`src/rtl/alusel_pkg.sv`:
```
package alusel_pkg;
  typedef enum logic [1:0] {
    YS_ZERO = 2'd0,
    YS_B    = 2'd1,
    YS_NOTB = 2'd2,
    YS_ONES = 2'd3
  } ysel_e;

  typedef enum logic [1:0] {
    LF_AND  = 2'd0,
    LF_OR   = 2'd1,
    LF_XOR  = 2'd2,
    LF_NOTA = 2'd3
  } lfunc_e;

  typedef struct packed {
    logic       logic_mode;
    logic [1:0] func;
    logic       carry_in;
  } op_t;

  localparam int OP_W = $bits(op_t);
endpackage

```
`src/rtl/alusel_bcond.sv`:
```
module alusel_bcond
  import alusel_pkg::*;
#(
  parameter int W = 8
) (
  input  logic [W-1:0] b_in,
  input  ysel_e        mode,
  output logic [W-1:0] y_out
);
  always_comb begin
    unique case (mode)
      YS_ZERO: y_out = '0;
      YS_B:    y_out = b_in;
      YS_NOTB: y_out = ~b_in;
      YS_ONES: y_out = '1;
      default: y_out = '0;
    endcase
  end
endmodule

```
`src/rtl/alusel_ripple.sv`:
```
module alusel_ripple #(
  parameter int W = 8
) (
  input  logic [W-1:0] x,
  input  logic [W-1:0] y,
  input  logic         cin,
  output logic [W-1:0] sum,
  output logic         cout
);
  logic [W:0] carry;

  assign carry[0] = cin;

  genvar i;
  generate
    for (i = 0; i < W; i++) begin : g_fa
      logic p;
      assign p          = x[i] ^ y[i];
      assign sum[i]     = p ^ carry[i];
      assign carry[i+1] = (x[i] & y[i]) | (p & carry[i]);
    end
  endgenerate

  assign cout = carry[W];

  always_comb begin

    ripple_sum_chk: assert ({cout, sum} == ({1'b0, x} + {1'b0, y} + {{W{1'b0}}, cin}))
      else $error("ripple chain disagrees with wide sum");
  end
endmodule

```
`src/rtl/alusel_bitlogic.sv`:
```
module alusel_bitlogic
  import alusel_pkg::*;
#(
  parameter int W = 8
) (
  input  logic [W-1:0] x,
  input  logic [W-1:0] y,
  input  lfunc_e       func,
  output logic [W-1:0] res
);
  genvar i;
  generate
    for (i = 0; i < W; i++) begin : g_bit
      always_comb begin
        unique case (func)
          LF_AND:  res[i] = x[i] & y[i];
          LF_OR:   res[i] = x[i] | y[i];
          LF_XOR:  res[i] = x[i] ^ y[i];
          LF_NOTA: res[i] = ~x[i];
          default: res[i] = 1'b0;
        endcase
      end
    end
  endgenerate
endmodule

```
`src/rtl/alusel_unit.sv`:
```
module alusel_unit
  import alusel_pkg::*;
#(
  parameter int W = 8
) (
  input  logic [W-1:0]    a,
  input  logic [W-1:0]    b,
  input  logic [OP_W-1:0] op_sel,
  output logic [W-1:0]    g,
  output logic            cout
);
  op_t        op;
  logic [W-1:0] y_arith;
  logic [W-1:0] g_arith;
  logic [W-1:0] g_logic;
  logic         c_arith;

  assign op = op_t'(op_sel);

  alusel_bcond #(.W(W)) u_bcond (
    .b_in  (b),
    .mode  (ysel_e'(op.func)),
    .y_out (y_arith)
  );

  alusel_ripple #(.W(W)) u_add (
    .x    (a),
    .y    (y_arith),
    .cin  (op.carry_in),
    .sum  (g_arith),
    .cout (c_arith)
  );

  alusel_bitlogic #(.W(W)) u_logic (
    .x    (a),
    .y    (b),
    .func (lfunc_e'(op.func)),
    .res  (g_logic)
  );

  genvar i;
  generate
    for (i = 0; i < W; i++) begin : g_outmux
      assign g[i] = op.logic_mode ? g_logic[i] : g_arith[i];
    end
  endgenerate

  assign cout = op.logic_mode ? 1'b0 : c_arith;

  always_comb begin
    if (op_sel == 4'b0000) begin

      transfer_chk: assert (g == a && !cout)
        else $error("transfer result wrong");
    end
    if (op_sel == 4'b0101) begin

      subtract_chk: assert (g == (a - b) && cout == (a >= b))
        else $error("subtract result wrong");
    end
    if (op_sel == 4'b0110) begin

      decrement_chk: assert (g == (a - W'(1)) && cout == (a != '0))
        else $error("decrement result wrong");
    end
    if (op_sel[3] && op_sel[2:1] == 2'b11) begin

      nota_chk: assert (g == ~a)
        else $error("complement result wrong");
    end
  end
endmodule

```
`config.mk`:
```
export PLATFORM = sky130hd
export DESIGN_NAME = alusel_unit
export DESIGN_NICKNAME = d
export VERILOG_FILES = /design/src/rtl/alusel_pkg.sv /design/src/rtl/alusel_bcond.sv /design/src/rtl/alusel_ripple.sv /design/src/rtl/alusel_bitlogic.sv /design/src/rtl/alusel_unit.sv
export SDC_FILE = /design/constraint.sdc
export NUM_CORES = 1
export LEC_CHECK = 0
export BUFFER_PORTS_ARGS = -buffer_cell sky130_fd_sc_hd__buf_2
export CAP_MARGIN = 20
export CORE_MARGIN = 5
export CORE_UTILIZATION = 55
export DETAILED_ROUTE_END_ITERATION = 8
export MAX_ROUTING_LAYER = met4
export PLACE_DENSITY = 0.9
export SLEW_MARGIN = 40
export SYNTH_ARGS = -nofsm -noshare
export SYNTH_HDL_FRONTEND = slang
export SYNTH_SLANG_ARGS = --single-unit
```
`constraint.sdc`:
```
create_clock -name vclk -period 6.5
set_input_delay 0.975 -clock vclk [all_inputs]
set_output_delay 0.975 -clock vclk [all_outputs]
set_load 0.02 [all_outputs]
```
==> impl_metrics.py <==
metrics = {
    "route": {
        "ant_nets": 0,
        "via_per_inst": 5.38,
        "dr.pass1.iters": 4,
        "avgRoutedWirePerCell_microns": 13.9,
        "drt_iter0_markers": 20,
        "drc_errors": 0,
        "wirelength_microns": 1970,
        "vias": 764,
    },
    "finish": {
        "regArea_sq_um": 0,
        "seq_cells": 0,
        "clkbuf_count": 0,
        "fill_cells": 125,
        "layout.nets": 172,
        "syn2layout_area_growth_pct": 13.8,
        "final_util": 0.672,
        "drive_above_1_share": 0.333,
        "n_antenna_cell": 0,
    },
    "synth": {
        "synth_warnings": 0,
        "ys_seq_area_frac": 0,
        "avgSynthCellArea_sq_um": 8.82,
        "yosysUniqueCellTypes": 20,
        "syn_area_sq_um": 900,
        "synthCells": 102,
        "syn_nets": 146,
    },
    "clock_tree": {
        "post_cts_buffers": 0,
        "ctsHoldBuffers": 0,
        "cts_resized": 0,
    },
    "floorplanning": {
        "ioPinCount": 29,
        "rows": 14,
        "start_util": 0.590,
        "die_w_microns": 50.4,
        "die_area_sq_um": 2540,
        "core_sq_um": 1520,
        "die_y_microns": 50.4,
    },
    "timing": {
        "max_slew_margin": 0.841,
        "setup_violations": 0,
        "tns_ps": 0,
        "drv_slew": 0,
        "fmax_mhz": 170,
        "period_needed_ps": 5870,
        "fin_crit_sh": 0.903,
        "tightest_slew_ps": 239,
        "finalHoldViolations": 0,
        "rsz0062_at_grt": "false",
    },
    "critical_path": {
        "path_max_fanout": 11,
        "worst_setup_path_start_kind": "input port",
        "crit_top_cell": "fa_1",
        "crit_path_max_incr_delay_ps": 430,
        "cp_top_family": "adder cells",
        "cp-end-kind": "output pin",
        "worstSetupPathType": "input port to output pin",
        "crit_chain": "buf_2 > mux2i_1 > fa_1 > inv_1 > fa_1 > fa_1 > fa_1 > fa_1 > fa_1 > fa_1 > fa_1 > a221o_1 > buf_2",
        "worstPathArrival_ps": 4900,
        "cp-endpoint": "g[7]",
        "worstPathRequired_ps": 5520,
        "cp_slowest_cell": "fa_1",
        "cp.depth": 13,
        "startpoint": "op_sel[1]",
        "path_buf_inv": 3,
    },
    "global_routing": {
        "grt_pass1_vias": 801,
        "grt_max_degree": 22,
        "antenna_found_initial": 0,
        "grt_usage": 0.157,
        "grt_pass1_wl_microns": 3310,
        "overflow": 0,
    },
    "power_and_ir_drop": {
        "ir_drop_mv": 0.0442,
        "power_density_nw_per_um2": 84.8,
        "leakagePower_nw": 0.615,
    },
    "placement": {
        "io_buffers": 29,
        "hpwl_microns": 1670,
        "gp_congestion": 0.812,
    },
    "run_status": {
        "outcome": "complete, no violations",
    },
    "min_path": {
        "hp-class": "input port to output pin",
    },
    "job": {
        "cap_violations": 0,
    },
}
-- area by class of cell --
type,count,area (sq um),area share
well taps,16,20.0,0.0196
inverters,25,93.8,0.0917
multi-input cells,71,757,0.740
repair buffers,30,153,0.149
-- metrics by stage --
stage          cells  total power, mW  instance area [sq um]  setup slack (ps)  hold WS [ps]
3_3_place_gp     142           0.0818                   1020               758          2300
6_report         142           0.0867                   1020               629          2300
5_1_grt          142           0.0963                   1020               469          2320
2_1_floorplan    102           0.0589                    900               773          2030
4_1_cts          142           0.0876                   1020               633          2300
3_5_place_dp     142           0.0871                   1020               629          2300
-- cells in the mapped netlist (2+ instances only) --
| library cell | number | area (sq um) |
|---|---|---|
| o211ai_1 | 2 | 15.0 |
| o211a_1 | 4 | 40.0 |
| nand2_1 | 9 | 33.8 |
| mux2_2 | 9 | 101 |
| a221o_1 | 6 | 60.1 |
| ha_1 | 16 | 200 |
| inv_1 | 25 | 93.8 |
| buf_2 | 2 | 10.0 |
| buf_6 | 3 | 33.8 |
| and2b_1 | 2 | 15.0 |
| fa_1 | 8 | 160 |
| mux2i_1 | 8 | 80.1 |
-- layout by cell type, fill, tap and decap left out --
cell / instances
a21boi_0: 1
and2b_1: 2
o211a_1: 4
o21ai_0: 1
a221oi_1: 1
nand2_1: 9
buf_4: 1
a221o_1: 6
nor2b_1: 1
fa_1: 8
and2b_2: 1
inv_1: 25
or2_2: 1
buf_2: 29
o211ai_1: 2
ha_1: 16
and2_4: 1
mux2i_1: 8
mux2_2: 9
-- cells by family (layout without fill, tap and decap cells) --
kind of cell,after synthesis,after routing,share of synthesized area
compound gates,15,15,0.152
buf+inv,31,55,0.159
mux,17,17,0.202
fa+ha+maj,24,24,0.401
simple gates,15,15,0.0876
-- metal layers --
| layer | track usage | wire length, microns |
|---|---|---|
| met4 | 0.00851 | 0 |
| met1 | 0.198 | 846 |
| met2 | 0.287 | 1060 |
| met3 | 0.00592 | 63 |
| met5 | - | 0 |
-- report_power, final --
group,leakage (nW),switching (mW),internal (mW)
registers,0,0,0
logic,0.615,0.0479,0.0388
clock network,0,0,0
total,0.615,0.0479,0.0388
-- tightest hold or removal path: stages --
cell and delay, ps:
buf_2 140, nor2b_1 60, buf_2 150
-- how the worst min path moves through the flow --
stage,from,to,slack (ps),cells after the start
after global placement,op_sel[3],cout,2300,3
after detailed placement,op_sel[3],cout,2300,3
after CTS,op_sel[3],cout,2300,3
after global routing,op_sel[3],cout,2320,3
after floorplan,op_sel[3],cout,2030,1
final,op_sel[3],cout,2300,3
Power figures use the tool's default switching activity.
